--- src/rtl/link_wake_gen.sv ---
module link_wake_gen #(
  parameter int PERIOD = 8
) (
  input  logic clk,
  input  logic rst_n,
  input  logic lps_active,
  input  logic lctrl_bit,
  input  logic linkon_rx,
  input  logic irq_port_evt,
  input  logic irq_cfg_tmo,
  input  logic irq_cable_pwr,
  input  logic irq_state_tmo,
  input  logic resume_irq_en,
  input  logic bus_reset,
  output logic wake_out,
  output logic wake_oe
);
  localparam int HALF = PERIOD / 2;
  localparam int PW   = (PERIOD > 1) ? $clog2(PERIOD) : 1;
  localparam logic [PW-1:0] LAST  = PW'(PERIOD - 1);
  localparam logic [PW-1:0] HALFV = PW'(HALF);

  logic          link_up;
  logic          irq_cause;
  logic          linkon_flag, linkon_next;
  logic          wake_act, wake_next;
  logic [PW-1:0] phase;
  logic          oe_q;

  assign link_up     = lps_active & lctrl_bit;
  assign irq_cause   = irq_port_evt |
                       (resume_irq_en & (irq_cfg_tmo | irq_cable_pwr | irq_state_tmo));
  assign linkon_next = (link_up | bus_reset) ? 1'b0 : (linkon_flag | linkon_rx);
  assign wake_next   = ~link_up & (irq_cause | linkon_next);

  always_ff @(posedge clk or negedge rst_n) begin
    if (!rst_n) begin
      linkon_flag <= 1'b0;
      wake_act    <= 1'b0;
      phase       <= '0;
      oe_q        <= 1'b0;
    end else begin
      linkon_flag <= linkon_next;
      wake_act    <= wake_next;
      oe_q        <= 1'b1;
      if (!wake_next || !wake_act) phase <= '0;
      else                         phase <= (phase == LAST) ? '0 : phase + 1'b1;
    end
  end

  assign wake_out = wake_act & (phase < HALFV);
  assign wake_oe  = oe_q;

  assert_oe_after_reset_R2: assert property (@(posedge clk) disable iff (!rst_n)
    1'b1 |=> wake_oe);

  assert_idle_no_cause_R1: assert property (@(posedge clk) disable iff (!rst_n)
    (!irq_cause && !linkon_rx && !linkon_flag) |=> !wake_out);

  assert_fall_at_half_R3: assert property (@(posedge clk) disable iff (!rst_n)
    ($fell(wake_out) && wake_act) |-> (phase == HALFV));

  assert_quiet_link_up_R7: assert property (@(posedge clk) disable iff (!rst_n)
    link_up |=> !wake_out);

  assert_gated_irq_R6: assert property (@(posedge clk) disable iff (!rst_n)
    (!irq_port_evt && !resume_irq_en && !linkon_rx && !linkon_flag) |=> !wake_out);

  assert_busreset_cancels_R8: assert property (@(posedge clk) disable iff (!rst_n)
    (bus_reset && !irq_cause) |=> !wake_out);

  assert_irq_survives_R9: assert property (@(posedge clk) disable iff (!rst_n)
    (bus_reset && irq_cause && !link_up) |=> wake_act);
endmodule

--- config.mk ---
export PLATFORM = sky130hd
export DESIGN_NAME = link_wake_gen
export DESIGN_NICKNAME = d
export VERILOG_FILES = /design/src/rtl/link_wake_gen.sv
export SDC_FILE = /design/constraint.sdc
export NUM_CORES = 1
export LEC_CHECK = 0
export ABC_AREA = 1
export BUFFER_PORTS_ARGS = -buffer_cell sky130_fd_sc_hd__buf_4
export CORE_AREA = 10 10 47 49
export CTS_BUF_LIST = sky130_fd_sc_hd__clkbuf_16
export CTS_CLUSTER_SIZE = 12
export DETAILED_ROUTE_END_ITERATION = 8
export DIE_AREA = 0 0 57 59
export SYNTH_ARGS = -nofsm -noshare
export SYNTH_HDL_FRONTEND = slang
export SYNTH_SLANG_ARGS = --single-unit
export TNS_END_PERCENT = 30
--- constraint.sdc ---
create_clock -name clk -period 1.2 [get_ports clk]
set_input_delay 0.06 -clock clk [delete_from_list [all_inputs] [get_ports clk]]
set_output_delay 0.06 -clock clk [all_outputs]
set_load 0.005 [all_outputs]
==> impl_metrics.py <==
metrics = {
    "outcome": {
        "status": "finished clean",
    },
    "synthesis": {
        "netlist_area_sq_um": 277,
        "synth_nets": 43,
        "avgSynthCellArea_sq_um": 9.22,
        "synth_top_cell_area_share_pct": 54.3,
        "postSynthCellCount": 30,
        "ys_types": 11,
        "ys_ff_latch": 6,
        "ys.warnings.count": 0,
        "synth_area_leader_cell": "dfrtp_1",
        "ys_seq_area_share_pct": 54.3,
        "synth_top_cells_by_area": "dfrtp_1, ha_1, inv_1",
    },
    "setup_path": {
        "worstPathArrival_ps": 1290,
        "timing.setup.critical_path_class": "flop to flop",
        "r2r_cells": 4,
        "required_ps": 1360,
        "rr_endpoint": "phase[0]",
        "crit_path_max_incr_delay_ps": 370,
        "reg2reg_setup_slack_ps": 70,
        "r2r_start": "phase[0]",
        "critPathLaunchType": "flop",
        "cp-startpoint": "phase[0]",
        "cp-endpoint": "phase[0]",
        "crit_path_cell_trace": "ha_2 -> ha_1 -> or2_2 -> nor2_1",
        "endpoint_kind": "flop",
        "crit_fanout": 2,
        "critical_path.slowest_cell": "dfrtp_1",
    },
    "flow_run": {
        "drv_cap": 0,
    },
    "global_route": {
        "grt_busiest_layer": "met2",
        "grt_pass1_wl_mm": 1.04,
        "use_met1_pct": 3.59,
        "grt_pass1_vias": 284,
        "grt_max_degree": 7,
        "antenna_found_initial": 0,
        "grt_usage_pct": 4.12,
        "grt_overflow": 0,
        "met2_usage_pct": 6.51,
        "grt.met3_usage_pct": 2.36,
    },
    "clock_network": {
        "cts_buffers": 3,
        "post_cts_buffers": 0,
        "tritoncts": "done",
        "clk_path_buf_depth": 2,
        "cts-htree-levels": 1,
        "cts-root-buf": "clkbuf_16",
        "clock-sinks": 6,
        "clk-insertion-delay-late_ps": 220,
        "clkSlewWorstSetupHoldPaths_ps": 30,
    },
    "timing": {
        "fmax_ghz": 0.882,
        "fin_crit_sh_pct": 94.5,
        "tns_ps": 0,
        "finClkSkew_ps": 0.327,
        "rsz0062_at_grt": "false",
        "setup_viol": 0,
        "fin_crit_ps": 1130,
        "setup_ws_ps": 66.0,
        "report.final.slew_viol_count": 0,
        "hold_viol": 0,
    },
    "power": {
        "leakage_nw": 0.256,
        "power_density_mw_per_mm2": 1780,
        "finalPower_uw": 845,
        "ir_drop_uv": 758,
    },
    "route": {
        "drc": 0,
        "drtIter0Drc": 2,
        "viasPerCell": 3.71,
        "antenna_left": 0,
        "postRouteWirelength_um": 622,
        "dr.pass1.iters": 2,
        "num_vias": 230,
        "routedWlPerCell_um": 10.0,
    },
    "floorplan": {
        "ios": 13,
        "die_h_um": 59,
        "initial_core_util_pct": 19.7,
        "die_x_um": 57,
        "coreArea_sq_mm": 0.00140,
        "die-area_sq_mm": 0.00336,
        "std_cell_rows": 14,
    },
    "cells_and_area": {
        "antenna_cells": 0,
        "multiInputGateArea_sq_um": 110,
        "area_growth_syn_to_layout_pct": 71.5,
        "seqCellArea_sq_um": 150,
        "nets": 61,
        "nFillCells": 157,
        "final_common_cell": "buf_4",
        "drive_gt1_share_pct": 45.7,
        "final_cell_mix": "buf_4, dfrtp_1, inv_1, nor2_1, nand2_1",
    },
    "placed_design": {
        "gp_congestion": 0.698,
        "dp_hpwl_um": 513,
        "place_ws_ps": 32.0,
        "portBuffers": 12,
    },
    "worst_hold_path": {
        "hold_path_class": "primary input to flop",
    },
}
==> synthesized netlist by cell type <==
cell / instances
nor3_1: 1
nand2_1: 4
nor2_2: 3
conb_1: 1
dfrtp_1: 6
inv_1: 5
nor2_1: 5
nand3_2: 1
a21oi_1: 1
or2_2: 1
ha_1: 2
==> worst max-delay path: cells and delay by family, from the launching register on <==
kind	cells	cell delay (ps)
adder cells (fa/ha/maj)	2	350
AND/OR/NAND/NOR	2	360
flip-flops	1	370
==> final cells by class <==
cell class	instances	share of cell area [%]
sequential	6	31.7
tap	16	4.22
inverter	5	3.96
timing repair buffer	13	21.1
multi-input combinational	19	23.2
clock buffer	3	15.8
==> how the worst min path moves through the flow <==
stage | start | cells after the start | slack (ps) | end
4_1_cts | bus_reset | 2 | 10 | linkon_flag
3_5_place_dp | rst_n | 1 | -130 | linkon_flag
2_1_floorplan | rst_n | 0 | -240 | linkon_flag
5_1_grt | bus_reset | 2 | 20 | linkon_flag
6_report | bus_reset | 2 | 10 | linkon_flag
3_3_place_gp | rst_n | 1 | -130 | linkon_flag
==> what timing repair did <==
action	in CTS	in global routing
setup endpoints to repair	0	1
endpoints found under the hold margin	6	0
hold buffers	1	0
gates resized for setup	0	1
==> kinds of logic after synthesis <==
kind of cell	share of synthesized area, %
other	1.36
buffers and inverters	6.79
AOI/OAI and AO/OA	1.81
DFF	54.3
and+or+nand+nor	26.7
adders and majority gates	9.05
==> metal layers <==
layer	up-vias	routed length [um]
met5	-	0
met4	0	0
met3	0	47
met2	9	318
met1	99	257
li1	122	-
==> sequential cells by signal (all words and copies together) (netlist names) <==
name and count:
phase 3, linkon_flag 1, wake_act 1, wake_oe 1
==> where the power goes <==
part           internal, mW  leakage [nW]  switching [mW]
Combinational        0.0482         0.143          0.0354
Clock                 0.427        0.0370           0.106
Sequential            0.220        0.0760         0.00793
==> through the flow <==
step                area [sq um]  util (%)  hold WS, ps  instances
floorplan                    277         -         -236         30
global placement             387      27.6         -130         58
detailed placement           387      27.6         -125         58
CTS                          472      33.7         14.6         62
global route                 474      33.8         24.7         62
finish                       474      33.8         12.3         62
Note: power is estimated with default switching activity, not from simulation.
